## src/rtl/cfp_pkg.sv

```systemverilog
package cfp_pkg;
  localparam int BUS_W  = 16;
  localparam int REG_W  = 2 * BUS_W;
  localparam int REG_AW = 8;
  localparam int CTRL_W = 6;

  localparam logic [REG_AW-1:0] OFS_STAT = 8'h00;
  localparam logic [REG_AW-1:0] OFS_CTRL = 8'h02;
  localparam logic [REG_AW-1:0] OFS_CLR  = 8'h04;
  localparam logic [REG_AW-1:0] OFS_BASE = 8'h20;
  localparam logic [REG_AW-1:0] OFS_TOP  = 8'h24;
  localparam logic [REG_AW-1:0] OFS_HIWM = 8'h28;
  localparam logic [REG_AW-1:0] OFS_LOWM = 8'h2C;
  localparam logic [REG_AW-1:0] OFS_CNT  = 8'h30;
  localparam logic [REG_AW-1:0] OFS_WPTR = 8'h34;
  localparam logic [REG_AW-1:0] OFS_RPTR = 8'h38;
  localparam logic [REG_AW-1:0] OFS_BRK  = 8'h3C;

  // control bit positions (software decodes them)
  localparam int CB_RDEN  = 0;
  localparam int CB_BPEN  = 1;
  localparam int CB_OVFIE = 2;
  localparam int CB_UDFIE = 3;
  localparam int CB_WPINC = 4;
  localparam int CB_BPIE  = 5;
  localparam logic [CTRL_W-1:0] CTRL_RST = 6'b01_0000;

  // clear register bit positions
  localparam int CL_OVF = 0;
  localparam int CL_UDF = 1;

  // next unit address with wrap from last unit back to first
  function automatic logic [REG_W-1:0] ptr_step(input logic [REG_W-1:0] ptr,
                                                input logic [REG_W-1:0] first,
                                                input logic [REG_W-1:0] last,
                                                input logic [REG_W-1:0] unit);
    return (ptr == last) ? first : ptr + unit;
  endfunction

  // replace one 16-bit half, then apply an alignment mask
  function automatic logic [REG_W-1:0] merge_half(input logic [REG_W-1:0] old,
                                                  input logic [BUS_W-1:0] d,
                                                  input logic             hi,
                                                  input logic [REG_W-1:0] keep);
    logic [REG_W-1:0] r;
    r = hi ? {d, old[BUS_W-1:0]} : {old[REG_W-1:BUS_W], d};
    return r & keep;
  endfunction

  function automatic logic [BUS_W-1:0] half_of(input logic [REG_W-1:0] v,
                                               input logic             hi);
    return hi ? v[REG_W-1:BUS_W] : v[BUS_W-1:0];
  endfunction

  // address matches an exact 16-bit half (byte bit ignored by caller)
  function automatic logic sel_half(input logic [REG_AW-1:0] a,
                                    input logic [REG_AW-1:0] ofs);
    return a[REG_AW-1:1] == ofs[REG_AW-1:1];
  endfunction

  function automatic logic sel_word(input logic [REG_AW-1:0] a,
                                    input logic [REG_AW-1:0] ofs);
    return a[REG_AW-1:2] == ofs[REG_AW-1:2];
  endfunction
endpackage

```

## src/rtl/cfp_ptr_unit.sv

```systemverilog
module cfp_ptr_unit
  import cfp_pkg::*;
#(
  parameter int UNIT_LG2 = 5
) (
  input  logic             clk,
  input  logic             rst_n,
  input  logic             sw_lo,
  input  logic             sw_hi,
  input  logic [BUS_W-1:0] wdata,
  input  logic             step,
  input  logic [REG_W-1:0] first,
  input  logic [REG_W-1:0] last,
  output logic [REG_W-1:0] ptr
);
  localparam logic [REG_W-1:0] UNIT       = REG_W'(1) << UNIT_LG2;
  localparam logic [REG_W-1:0] ALIGN_MASK = ~(UNIT - REG_W'(1));

  always_ff @(posedge clk or negedge rst_n) begin
    if (!rst_n)
      ptr <= '0;
    else if (sw_lo || sw_hi)
      ptr <= merge_half(ptr, wdata, sw_hi, ALIGN_MASK);
    else if (step)
      ptr <= ptr_step(ptr, first, last, UNIT);
  end
endmodule

```

## src/rtl/cfp_flags.sv

```systemverilog
module cfp_flags
  import cfp_pkg::*;
(
  input  logic             clk,
  input  logic             rst_n,
  input  logic [REG_W-1:0] count,
  input  logic [REG_W-1:0] hiwm,
  input  logic [REG_W-1:0] lowm,
  input  logic             bp_hit_now,
  input  logic             clr_ovf,
  input  logic             clr_udf,
  input  logic             bp_release,
  output logic             ovf,
  output logic             udf,
  output logic             bp
);
  logic over_now, under_now;
  assign over_now  = count > hiwm;
  assign under_now = count < lowm;

  // a live condition outranks the software clear
  always_ff @(posedge clk or negedge rst_n) begin
    if (!rst_n) begin
      ovf <= 1'b0;
      udf <= 1'b0;
      bp  <= 1'b0;
    end else begin
      ovf <= (ovf & ~clr_ovf) | over_now;
      udf <= (udf & ~clr_udf) | under_now;
      if (bp_release)
        bp <= 1'b0;
      else if (bp_hit_now)
        bp <= 1'b1;
    end
  end
endmodule

```

## src/rtl/cmd_fifo_ptr_ctrl.sv

```systemverilog
module cmd_fifo_ptr_ctrl
  import cfp_pkg::*;
#(
  parameter int UNIT_LG2 = 5
) (
  input  logic              clk,
  input  logic              rst_n,
  input  logic              reg_wr,
  input  logic [REG_AW-1:0] reg_addr,
  input  logic [BUS_W-1:0]  reg_wdata,
  output logic [BUS_W-1:0]  reg_rdata,
  input  logic              cpu_push,
  input  logic              rd_req,
  output logic              rd_grant,
  output logic [REG_W-1:0]  rd_addr,
  input  logic              parser_idle,
  output logic              ovf_flag,
  output logic              udf_flag,
  output logic              bp_flag,
  output logic              irq
);
  localparam int NSLOT   = 5;
  localparam int SL_BASE = 0;
  localparam int SL_TOP  = 1;
  localparam int SL_WR   = 2;
  localparam int SL_RD   = 3;
  localparam int SL_BRK  = 4;
  localparam logic [REG_AW-1:0] SLOT_OFS [NSLOT] =
    '{OFS_BASE, OFS_TOP, OFS_WPTR, OFS_RPTR, OFS_BRK};
  localparam logic [REG_W-1:0] FULL_MASK = '1;

  // named internal events
  logic                          wr_ok;
  logic                          sw_ctrl, sw_clr;
  logic                          sw_cnt_lo, sw_cnt_hi, sw_cnt;
  logic                          sw_wp;
  logic                          push_acc;
  logic                          bp_hit_now;
  logic                          bp_release;
  logic                          rd_idle, cmd_idle;
  logic [CTRL_W-1:0]             ctrl_q;
  logic [REG_W-1:0]              hiwm_q, lowm_q, cnt_q;
  logic [NSLOT-1:0]              slot_lo, slot_hi, slot_step;
  logic [NSLOT-1:0][REG_W-1:0]   slot_q;
  logic [BUS_W-1:0]              status;

  assign wr_ok     = reg_wr & ~reg_addr[0];
  assign sw_ctrl   = wr_ok && sel_half(reg_addr, OFS_CTRL);
  assign sw_clr    = wr_ok && sel_half(reg_addr, OFS_CLR);
  assign sw_cnt_lo = wr_ok && sel_half(reg_addr, OFS_CNT);
  assign sw_cnt_hi = wr_ok && sel_half(reg_addr, OFS_CNT + 8'd2);
  assign sw_cnt    = sw_cnt_lo | sw_cnt_hi;
  assign sw_wp     = slot_lo[SL_WR] | slot_hi[SL_WR];

  assign push_acc   = cpu_push & ctrl_q[CB_WPINC];
  assign bp_hit_now = ctrl_q[CB_BPEN] && (slot_q[SL_RD] == slot_q[SL_BRK]);
  assign bp_release = sw_ctrl && !reg_wdata[CB_BPEN];
  assign rd_grant   = rd_req && ctrl_q[CB_RDEN] && (cnt_q != '0)
                      && !bp_hit_now && !bp_flag;
  assign rd_addr    = slot_q[SL_RD];

  // address registers: one aligned pointer unit per slot
  for (genvar g = 0; g < NSLOT; g++) begin : g_slot
    assign slot_lo[g]   = wr_ok && sel_half(reg_addr, SLOT_OFS[g]);
    assign slot_hi[g]   = wr_ok && sel_half(reg_addr, SLOT_OFS[g] + 8'd2);
    assign slot_step[g] = (g == SL_WR) ? push_acc :
                          (g == SL_RD) ? rd_grant : 1'b0;
    cfp_ptr_unit #(.UNIT_LG2(UNIT_LG2)) u_ptr (
      .clk   (clk),
      .rst_n (rst_n),
      .sw_lo (slot_lo[g]),
      .sw_hi (slot_hi[g]),
      .wdata (reg_wdata),
      .step  (slot_step[g]),
      .first (slot_q[SL_BASE]),
      .last  (slot_q[SL_TOP]),
      .ptr   (slot_q[g])
    );
  end

  // control, watermarks and count
  always_ff @(posedge clk or negedge rst_n) begin
    if (!rst_n) begin
      ctrl_q <= CTRL_RST;
      hiwm_q <= '0;
      lowm_q <= '0;
      cnt_q  <= '0;
    end else begin
      if (sw_ctrl)
        ctrl_q <= reg_wdata[CTRL_W-1:0];
      if (wr_ok && sel_word(reg_addr, OFS_HIWM))
        hiwm_q <= merge_half(hiwm_q, reg_wdata, reg_addr[1], FULL_MASK);
      if (wr_ok && sel_word(reg_addr, OFS_LOWM))
        lowm_q <= merge_half(lowm_q, reg_wdata, reg_addr[1], FULL_MASK);
      if (sw_cnt)
        cnt_q <= merge_half(cnt_q, reg_wdata, sw_cnt_hi, FULL_MASK);
      else if (push_acc && !rd_grant)
        cnt_q <= cnt_q + REG_W'(1);
      else if (!push_acc && rd_grant)
        cnt_q <= cnt_q - REG_W'(1);
    end
  end

  cfp_flags u_flags (
    .clk        (clk),
    .rst_n      (rst_n),
    .count      (cnt_q),
    .hiwm       (hiwm_q),
    .lowm       (lowm_q),
    .bp_hit_now (bp_hit_now),
    .clr_ovf    (sw_clr & reg_wdata[CL_OVF]),
    .clr_udf    (sw_clr & reg_wdata[CL_UDF]),
    .bp_release (bp_release),
    .ovf        (ovf_flag),
    .udf        (udf_flag),
    .bp         (bp_flag)
  );

  assign rd_idle  = ~rd_req;
  assign cmd_idle = rd_idle & parser_idle & (cnt_q == '0);
  assign status   = BUS_W'({bp_flag, cmd_idle, rd_idle, udf_flag, ovf_flag});

  assign irq = (ovf_flag & ctrl_q[CB_OVFIE]) |
               (udf_flag & ctrl_q[CB_UDFIE]) |
               (bp_flag  & ctrl_q[CB_BPIE]);

  always_comb begin
    reg_rdata = '0;
    if (sel_half(reg_addr, OFS_STAT))
      reg_rdata = status;
    else if (sel_half(reg_addr, OFS_CTRL))
      reg_rdata = BUS_W'(ctrl_q);
    else if (sel_word(reg_addr, OFS_HIWM))
      reg_rdata = half_of(hiwm_q, reg_addr[1]);
    else if (sel_word(reg_addr, OFS_LOWM))
      reg_rdata = half_of(lowm_q, reg_addr[1]);
    else if (sel_word(reg_addr, OFS_CNT))
      reg_rdata = half_of(cnt_q, reg_addr[1]);
    for (int i = 0; i < NSLOT; i++)
      if (sel_word(reg_addr, SLOT_OFS[i]))
        reg_rdata = half_of(slot_q[i], reg_addr[1]);
  end
endmodule

```

## config.mk

```make
export PLATFORM = sky130hd
export DESIGN_NAME = cmd_fifo_ptr_ctrl
export DESIGN_NICKNAME = d
export VERILOG_FILES = /design/src/rtl/cfp_pkg.sv /design/src/rtl/cfp_ptr_unit.sv /design/src/rtl/cfp_flags.sv /design/src/rtl/cmd_fifo_ptr_ctrl.sv
export SDC_FILE = /design/constraint.sdc
export NUM_CORES = 1
export LEC_CHECK = 0
export BUFFER_PORTS_ARGS = -buffer_cell sky130_fd_sc_hd__buf_2
export CORE_ASPECT_RATIO = 1.75
export CORE_MARGIN = 2
export CORE_UTILIZATION = 40
export CTS_CLUSTER_DIAMETER = 40
export CTS_CLUSTER_SIZE = 25
export DETAILED_ROUTE_END_ITERATION = 7
export SYNTH_ARGS = -nofsm -noshare
export SYNTH_HDL_FRONTEND = slang
export SYNTH_SLANG_ARGS = --single-unit
```

## constraint.sdc

```tcl
create_clock -name clk -period 10.5 [get_ports clk]
set_input_delay 0 -clock clk [delete_from_list [all_inputs] [get_ports clk]]
set_output_delay 0 -clock clk [all_outputs]
set_load 0.02 [all_outputs]
```

==> results by group, run 1 <==
Timing
  • Layout Skew: 0.0214 ns
  • RSZ-0062 raised after global routing: no
  • Period utilisation layout: 0.509
  • Final slew viol count: 0
  • Final setup fails: 0
  • Worst slew pin tran: 1.35 ns
  • Fin. Hold Viols: 0
  • Minimum clock period: 5.35 ns
  • Final setup TNS: 0 ns
  • Achievable Freq: 187 MHz
  • Worst setup margin: 5.15 ns
  • Max_slew headroom: 0.0931

Cells and area
  • Area added between synthesis and finish: 12.2%
  • Share of cells above drive strength 1: 0.145
  • Final #Nets: 2036
  • Fillcell total: 4093
  • Antenna cells: 0
  • Finished Core Util: 0.453

Synth
  • Syn Inst Count: 1884
  • Synth cell types: 80
  • Post-synth EDFFs: 0
  • Post-synth ARST share: 1.00
  • Synth warnings: 0
  • Register bit total from synthesis: 240
  • Top-area cell type share of the netlist area: 0.349
  • Syn_area_per_cell: 9.08 µm²
  • Synth cell count leaders: 239 x dfrtp_1, 185 x nand2_1, 180 x o21ai_0, 104 x nor2_1, 99 x clkbuf_1
  • Main synth FF type: dfrtp_1
  • Seq/Total Area, Yosys: 0.351
  • Top cells by area, synth: dfrtp_1 35%, ha_1 6.9%, mux2_2 5.5%, o21ai_0 5.3%, mux2i_1 4.7%
  • Leading area contributor after synthesis: dfrtp_1
  • Cell Area, Synth: 17100 µm²
  • Count leader, synth: dfrtp_1

GRT
  • Largest net degree at the start of global routing: 109
  • Vias in the first global route: 15800
  • Initial antenna violation count: 0
  • Gr usage total: 0.301
  • GRT overflow: 0
  • First-pass GRT wire length: 101 mm

Setup path
  • Most common cell on crit path: o21ai_0
  • Crit end category: flop
  • Crit path launch type: flop
  • CP max stage delay: 0.67 ns
  • Worst Setup Path Type: reg2reg
  • Critical path arrival: 5.74 ns
  • Critical Path RT: 10.90 ns
  • Slowest CP cell: or4_1
  • Max Fanout on Critical Path: 36
  • Crit-path cells: xnor2_1, nand4_1, or4_1, o2111a_1, or2_1, buf_4, ha_1, a211oi_1, o21ai_0, o21ai_0, a211o_1, a31o_2, a31oi_1, mux2i_1, o211ai_2

Die
  • Num rows: 100
  • Die width: 160 µm
  • Die H: 278 µm
  • Core ar.: 42400 µm²
  • I/O pins: 83
  • Die ar.: 44500 µm²
  • Starting Density: 0.403

Placed design
  • DP HPWL: 49.8 mm
  • Number of port buffers: 77
  • Placement-stage worst setup slack: 5.24 ns
  • Routability congestion estimate: 0.979

Route
  • TritonRoute pass-1 iters: 6
  • Wire per inst: 27.0 µm
  • ANT nets after route: 0
  • Drc violations: 0
  • Vias/cell: 6.19
  • Vias: 15400
  • DRT iter0 DRCs: 1245
  • Wirelength, routed: 67.5 mm

CTS
  • PostCTS Resize Cnt: 0
  • Clock root buffer: clkbuf_16
  • Clock Path Buffers: 3
  • Clock transition at path regs: 0.06 ns
  • CTS tree: yes
  • Post-cts hold buffer count: 20
  • Post-CTS Setup Inserts: 0
  • CTS H-tree lvls: 2
  • TritonCTS Buffers: 34
  • Clk sinks: 240
  • Skew-Pair Late Insertion Delay: 0.54 ns

Pwr
  • Power Density: 229 nW/µm²
  • Worst vdd ir: 0.0000980 V
  • Leakage: 9.00 nW

Job
  • Max cap viols: 0

Worst hold path
  • Min-delay worst type: in2reg

Outcome
  • Status: finished clean
-- layer usage --
| metal | vias to the layer above | wire (µm) | track usage |
|---|---|---|---|
| met3 | 226 | 3010 | 0.0327 |
| met5 | - | 0 | 0 |
| met2 | 602 | 35400 | 0.559 |
| met4 | 0 | 5520 | 0.213 |
| met1 | 7683 | 23500 | 0.311 |
| li1 | 6935 | - | - |
-- report_power, final --
group          switching [mW]  leakage [nW]  internal (mW)
clock network           0.494         0.542          0.689
registers               0.383          2.94           1.08
logic                   0.997          5.52          0.744
total                    1.87          9.00           2.51
-- final cells by class --
type / instances / area (µm²) / share of cell area
repair buffers: 123 / 793 / 0.0413
well taps: 561 / 702 / 0.0366
flip-flops and latches: 240 / 6010 / 0.313
multi-input cells: 1429 / 10300 / 0.534
clock inverters: 24 / 274 / 0.0143
clock buffers: 38 / 866 / 0.0451
inverters: 82 / 308 / 0.0160
-- cell families (layout without fill, tap and decap cells) --
group	count (synthesis)	in the layout	synth area share
flops	240	240	0.351
fa+ha+maj	96	96	0.0706
mux	176	176	0.117
xor+xnor	149	149	0.0767
simple gates	484	484	0.133
compound gates	519	519	0.197
buf+inv	219	267	0.0539
other cells	1	5	0.000219
-- per-stage QoR --
step | total power, mW | cell area, µm² | std cells | hold WS, ns
finish | 4.39 | 19200 | 2497 | 0.0868
global route | 4.62 | 19200 | 2497 | 0.129
CTS | 4.37 | 19200 | 2497 | 0.0523
detailed placement | 3.18 | 17900 | 2415 | 0.129
global placement | 3.16 | 17900 | 2415 | 0.125
floorplan | 2.60 | 17100 | 1888 | -0.296
-- flip-flops by register name, indices dropped and copies added (netlist names) --
register          cells
g_slot.u_ptr.ptr    135
cnt_q                32
hiwm_q               32
lowm_q               32
ctrl_q                6
u_flags.bp            1
u_flags.ovf           1
u_flags.udf           1
-- final timing paths --
| path | from | endpoint | slack [ns] | cells after the start |
|---|---|---|---|---|
| hold reg to reg | g_slot[4].u_ptr.ptr[17] | g_slot[4].u_ptr.ptr[17] | 0.53 | 2 |
| setup reg to reg | g_slot[3].u_ptr.ptr[15] | cnt_q[31] | 5.15 | 15 |
| setup / recovery | g_slot[3].u_ptr.ptr[15] | cnt_q[31] | 5.15 | 15 |
| hold / removal | cpu_push | g_slot[2].u_ptr.ptr[5] | 0.09 | 5 |
| min in group asynchronous | rst_n | lowm_q[3] | 0.13 | 2 |
| max in group asynchronous | rst_n | lowm_q[14] | 8.75 | 3 |
-- critical path, delay by kind of cell (launching register included) --
kind            cells  cell delay (ns)
compound gates      8             2.31
xor+xnor            1             0.30
fa+ha+maj           1             0.45
buf+inv             1             0.27
flops               1             0.47
mux                 1             0.26
simple gates        3             1.13
-- cells in the final DEF (no fill, tap or decap), types with 6 or more instances in the layout --
master | synthesis | final
o21a_1 | 11 | 11
a21o_1 | 38 | 38
dlygate4sd3_1 | 0 | 20
dfrtp_1 | 239 | 239
and3_1 | 19 | 19
nor2b_1 | 8 | 8
o211ai_1 | 6 | 6
mux2i_1 | 81 | 81
mux2_2 | 83 | 83
inv_6 | 0 | 7
a221oi_1 | 23 | 23
a31oi_1 | 7 | 7
nand2_1 | 185 | 185
a221o_1 | 17 | 17
nor3_1 | 26 | 23
clkbuf_16 | 0 | 34
xnor2_1 | 83 | 83
and2_1 | 11 | 11
o221ai_1 | 6 | 6
a22oi_1 | 49 | 49
xor2_1 | 65 | 65
o21ai_0 | 180 | 180
buf_2 | 8 | 75
mux4_2 | 10 | 10
nor4_1 | 23 | 20
nand4_1 | 39 | 39
buf_4 | 6 | 27
nand3_1 | 35 | 35
a211oi_1 | 20 | 20
a21oi_1 | 70 | 70
inv_1 | 82 | 82
nand2b_1 | 7 | 7
ha_1 | 95 | 95
o22ai_1 | 40 | 40
nor2_1 | 104 | 102
or3_1 | 7 | 7
Power figures use the tool's default switching activity.
==> inputs of run 2 (changes only) <==
==> constraint.sdc (replaced) <==
create_clock -name clk -period 5.55 [get_ports clk]
set_input_delay 0 -clock clk [delete_from_list [all_inputs] [get_ports clk]]
set_output_delay 0 -clock clk [all_outputs]
set_load 0.02 [all_outputs]
==> run 2 against run 1 <==
Compared with the run above:
- final cell count is 1.1% higher
- final area is 1.3% higher
- utilization is 0.61 points higher
- fmax is 3.3% higher
==> results by group, run 2 (synthesis gave the netlist of run 1 again) <==
Outcome
  • Status: finished clean

Timing
  • Final setup TNS: 0 ns
  • Layout Skew: 0.0262 ns
  • Max_slew headroom: 0.146
  • Fin. Hold Viols: 0
  • RSZ-0062 raised after global routing: no
  • Worst setup margin: 0.371 ns
  • Final slew viol count: 0
  • Final setup fails: 0
  • Worst slew pin tran: 1.27 ns
  • Period utilisation layout: 0.933
  • Achievable Freq: 193 MHz
  • Minimum clock period: 5.18 ns

Setup path
  • Slowest CP cell: or4_1
  • Max Fanout on Critical Path: 16
  • Crit-path cells: xnor2_1, nand4_1, or4_1, o2111a_1, or2_1, ha_1, o21ai_0, o21ai_0, o21ai_0, a211o_1, a31o_2, a31oi_1, mux2i_1, o211ai_2
  • Worst Setup Path Type: reg2reg
  • Top cell family by delay on the critical path: compound AO/OA/AOI/OAI gates
  • Crit path buffers/inverters: 0
  • Crit end category: flop
  • Reg-to-Reg Start: g_slot[3].u_ptr.ptr[15]
  • CP max stage delay: 0.66 ns
  • Critical path arrival: 5.57 ns
  • Slack of the worst reg-to-reg path: 0.37 ns
  • Most common cell on crit path: o21ai_0
  • CP Launch Point: g_slot[3].u_ptr.ptr[15]
  • Crit path launch type: flop
  • Critical Path RT: 5.95 ns

Pwr
  • Leakage: 9.18 nW
  • Power Density: 436 nW/µm²
  • Worst vdd ir: 0.000246 V

Route
  • ANT nets after route: 0
  • Max Used Layer: met4
  • Met2 wire length: 34.8 mm
  • Met3 WL: 3.07 mm
  • Wire length on met1: 23.3 mm
  • Vias/cell: 6.12
  • Drc violations: 0
  • Vias: 15400
  • Wire per inst: 26.4 µm
  • DRT iter0 DRCs: 1219
  • TritonRoute pass-1 iters: 5
  • Wirelength, routed: 66.8 mm

Worst hold path
  • Worst Hold Launch: reg_wdata[14]
  • Min-delay worst type: in2reg

Cells and area
  • Fillcell total: 4120
  • Commonest non-fill, non-tap cell in the layout: dfrtp_1
  • Final #Nets: 2066
  • Area added between synthesis and finish: 13.7%
  • Max FFs per register: 135
  • Share of cells above drive strength 1: 0.158
  • Final Cell Area: 19500 µm²
  • Antenna cells: 0
  • Commonest cells after routing, fill and taps aside: 239 x dfrtp_1, 185 x nand2_1, 180 x o21ai_0, 102 x nor2_1, 95 x ha_1
  • Most flops, register: g_slot.u_ptr.ptr

Placed design
  • Routability congestion estimate: 0.978
  • Number of port buffers: 77
  • Placement-stage worst setup slack: 0.429 ns
  • DP HPWL: 49.8 mm
  • Placed cell area: 18100 µm²

GRT
  • Vias in the first global route: 15800
  • Gr usage total: 0.297
  • Largest net degree at the start of global routing: 122
  • Initial antenna violation count: 0
  • First-pass GRT wire length: 99.2 mm
  • GRT overflow: 0

Die
  • Num rows: 100
  • Die H: 278 µm
  • Starting Density: 0.403
  • Core ar.: 42400 µm²
  • Die width: 160 µm
  • I/O pins: 83
  • Die ar.: 44500 µm²

CTS
  • Clock root buffer: clkbuf_16
  • TritonCTS Buffers: 35
  • Clock transition at path regs: 0.07 ns
  • CTS tree: yes
  • Clock Path Buffers: 3
  • PostCTS Resize Cnt: 0
  • Clk sinks: 240
  • Skew-Pair Late Insertion Delay: 0.55 ns
  • CTS H-tree lvls: 2

Job
  • Max cap viols: 0
run 2: cell count changes in the layout (fill, tap and decap cells not counted), moves of 2 or more:
cell,before,now
clkinvlp_4,5,3
clkinv_4,3,1
buf_4,27,56
clkbuf_16,34,37
run 2: worst register-to-register path, cell delays in order (launching register included):
cell,delay (ns)
dfrtp_1,0.39
xnor2_1,0.30
nand4_1,0.24
or4_1,0.66
o2111a_1,0.32
or2_1,0.49
ha_1,0.51
o21ai_0,0.14
o21ai_0,0.46
o21ai_0,0.19
a211o_1,0.34
a31o_2,0.29
a31oi_1,0.33
mux2i_1,0.28
o211ai_2,0.10
run 2: where the power goes:
part / internal (mW) / switching [mW]
logic: 1.51 / 2.07
registers: 2.05 / 0.559
clock network: 1.34 / 0.940
total: 4.91 / 3.57
run 2: final timing paths:
check / end / cells past startpoint
max in group asynchronous: g_slot[1].u_ptr.ptr[15] / 3
min reg2reg: g_slot[4].u_ptr.ptr[22] / 2
min in group asynchronous: lowm_q[4] / 2
max reg2reg: cnt_q[31] / 14
max: cnt_q[31] / 14
min: lowm_q[14] / 3
run 2: repair_timing:
item,4_1_cts,5_1_grt
hold endpoints to repair,190,0
hold buffers,19,0
setup buffers,0,0
run 2: area by class of cell:
class	instances	area (µm²)	area share
Multi-Input combinational cell	1429	10300	0.527
Tap cell	561	702	0.0361
Sequential cell	240	6010	0.309
Clock inverter	21	235	0.0121
Clock buffer	40	937	0.0482
Inverter	82	308	0.0158
Timing Repair Buffer	152	1020	0.0525
run 2: metal layers:
layer  global-route usage  vias up
met5                    0        -
met1                0.303     7597
met3               0.0383      233
li1                     -     6982
met2                0.548      637
met4                0.222        0
run 2: stage by stage:
stage               cells  hold slack, ns  power (mW)   util
CTS                  2525         0.00241        8.46  0.459
global route         2525          0.0166        8.93  0.459
detailed placement   2445           0.187        6.16  0.427
finish               2525          0.0199        8.48  0.459
global placement     2445           0.177        6.10  0.427
floorplan            1888          -0.296        4.91      -
==> inputs of run 3 (changes only) <==
--- a/config.mk
+++ b/config.mk
@@ -12,6 +12,7 @@
 export CTS_CLUSTER_DIAMETER = 40
 export CTS_CLUSTER_SIZE = 25
 export DETAILED_ROUTE_END_ITERATION = 7
+export REMOVE_ABC_BUFFERS = 1
 export SYNTH_ARGS = -nofsm -noshare
 export SYNTH_HDL_FRONTEND = slang
 export SYNTH_SLANG_ARGS = --single-unit
==> run 3 against run 2 <==
Compared with the run above:
- critical path type unchanged
- via count rose by 0.52%
- non-clock buffer count fell by 3
- the flow now finishes with violations (hold timing)
- sequential cell count unchanged
==> results by group, run 3 (synthesis gave the netlist of run 1 again) <==
Route
  • Drc violations: 0
  • Vias: 15500
  • Wire per inst: 27.1 µm
  • Vias/cell: 6.17
  • DRT iter0 DRCs: 1359
  • TritonRoute pass-1 iters: 5
  • ANT nets after route: 0
  • Wirelength, routed: 68.2 mm

Setup path
  • Critical path arrival: 5.53 ns
  • Max Fanout on Critical Path: 36
  • Critical Path RT: 6.08 ns
  • Crit path launch type: flop
  • Top cell family by delay on the critical path: compound AO/OA/AOI/OAI gates
  • Slack of the worst reg-to-reg path: 0.54 ns
  • CP max stage delay: 0.62 ns
  • Worst Setup Path Type: reg2reg
  • Slowest CP cell: or4_1
  • Crit-path cells: xnor2_1, nand4_1, or4_1, o2111a_1, or2_1, buf_4, ha_1, nor2b_1, o2111ai_1, a21oi_1, nor3_1, o31ai_1, buf_4, a2111oi_0, o21ai_0, a21oi_1
  • Crit end category: flop
  • Crit path buffers/inverters: 2

CTS
  • TritonCTS Buffers: 31
  • Clock transition at path regs: 0.07 ns
  • CTS H-tree lvls: 1
  • Clk sinks: 240
  • Clock root buffer: clkbuf_16
  • Skew-Pair Late Insertion Delay: 0.60 ns
  • CTS tree: yes
  • Post-CTS Setup Inserts: 0
  • Clock Path Buffers: 3
  • PostCTS Resize Cnt: 0
  • Post-cts hold buffer count: 21

Timing
  • Final setup fails: 0
  • Max_slew headroom: 0.138
  • RSZ-0062 raised after global routing: no
  • Minimum clock period: 5.01 ns
  • WHS: -0.0396 ns
  • Achievable Freq: 200 MHz
  • Final setup TNS: 0 ns
  • Final slew viol count: 0
  • Worst slew pin tran: 1.28 ns
  • Period utilisation layout: 0.902
  • Fin. Hold Viols: 11
  • Layout Skew: 0.0178 ns

GRT
  • First-pass GRT wire length: 102 mm
  • Initial antenna violation count: 0
  • GRT overflow: 0
  • Vias in the first global route: 16000
  • Gr usage total: 0.304
  • Largest net degree at the start of global routing: 157

Cells and area
  • Most flops, register: g_slot.u_ptr.ptr
  • Final #Nets: 2059
  • Antenna cells: 0
  • Post-Layout Cell Count: 2519
  • Commonest non-fill, non-tap cell in the layout: dfrtp_1
  • Commonest cells after routing, fill and taps aside: 239 x dfrtp_1, 185 x nand2_1, 180 x o21ai_0, 100 x nor2_1, 95 x ha_1
  • Max FFs per register: 135
  • Final Cell Area: 19400 µm²
  • Share of cells above drive strength 1: 0.156
  • Fillcell total: 4051
  • Area added between synthesis and finish: 13.1%

Pwr
  • Leakage: 9.11 nW
  • Pwr Total: 8.33 mW
  • Power Density: 431 nW/µm²
  • Worst vdd ir: 0.000264 V

Placed design
  • Post-Place Cells: 2440
  • Number of port buffers: 77
  • Routability congestion estimate: 1.03
  • Placed cell area: 18100 µm²
  • DP HPWL: 51.1 mm

Worst hold path
  • Min-delay worst type: in2async

Die
  • Core ar.: 42400 µm²
  • Die H: 278 µm
  • Die width: 160 µm
  • Starting Density: 0.403
  • Die ar.: 44500 µm²
  • Num rows: 100
  • I/O pins: 83

Outcome
  • Status: finished, violations left
  • Failing checks: hold timing

Job
  • Max cap viols: 0
-- run 3: cell types whose count changed in the layout (fill, tap and decap cells not counted), moves of 2 or more --
| cell | before | now |
|---|---|---|
| buf_4 | 56 | 51 |
| inv_6 | 6 | 8 |
| clkbuf_16 | 37 | 31 |
| clkbuf_1 | 3 | 1 |
| nor2_1 | 102 | 100 |
| nor2_2 | 2 | 4 |
| clkbuf_8 | 0 | 2 |
| dlygate4sd3_1 | 19 | 21 |
-- run 3: worst paths after layout --
path | start | endpoint | depth (start not counted)
min in group clk | reg_addr[1] | cnt_q[23] | 4
worst max register to register | g_slot[3].u_ptr.ptr[27] | cnt_q[30] | 16
worst min-delay path | rst_n | hiwm_q[20] | 2
max in group asynchronous | rst_n | g_slot[4].u_ptr.ptr[24] | 3
worst max-delay path | g_slot[3].u_ptr.ptr[27] | cnt_q[30] | 16
worst min register to register | g_slot[4].u_ptr.ptr[17] | g_slot[4].u_ptr.ptr[17] | 2
-- run 3: power breakdown --
group	total [mW]	internal, mW	switching (mW)	leakage [nW]
registers	2.68	2.05	0.632	2.94
logic	3.52	1.49	2.03	5.65
clock network	2.14	1.22	0.921	0.524
total	8.33	4.75	3.58	9.11
-- run 3: through the flow --
stage | setup WS, ns | hold slack (ns) | utilization
after detailed placement | 0.670 | 0.0354 | 0.426
after global routing | 0.356 | 0.0498 | 0.456
final | 0.543 | -0.0396 | 0.456
after floorplan | 0.724 | -0.296 | -
after global placement | 0.665 | 0.0356 | 0.426
after CTS | 0.637 | 0.0130 | 0.456
-- run 3: layer usage --
layer  vias to the layer above  global-route usage  wire [µm]
met4                         0               0.256       6830
met2                       632               0.555      35400
li1                       6969                   -          -
met3                       283              0.0272       3030
met5                         -                   0          0
met1                      7646               0.312      22900
-- run 3: final cells by class --
class / instances / area [µm²] / share of cell area
Multi-Input combinational cell: 1429 / 10300 / 0.530
Sequential cell: 240 / 6010 / 0.310
Timing Repair Buffer: 149 / 1000 / 0.0518
Clock buffer: 34 / 807 / 0.0417
Tap cell: 561 / 702 / 0.0363
Inverter: 82 / 308 / 0.0159
Clock inverter: 24 / 269 / 0.0139
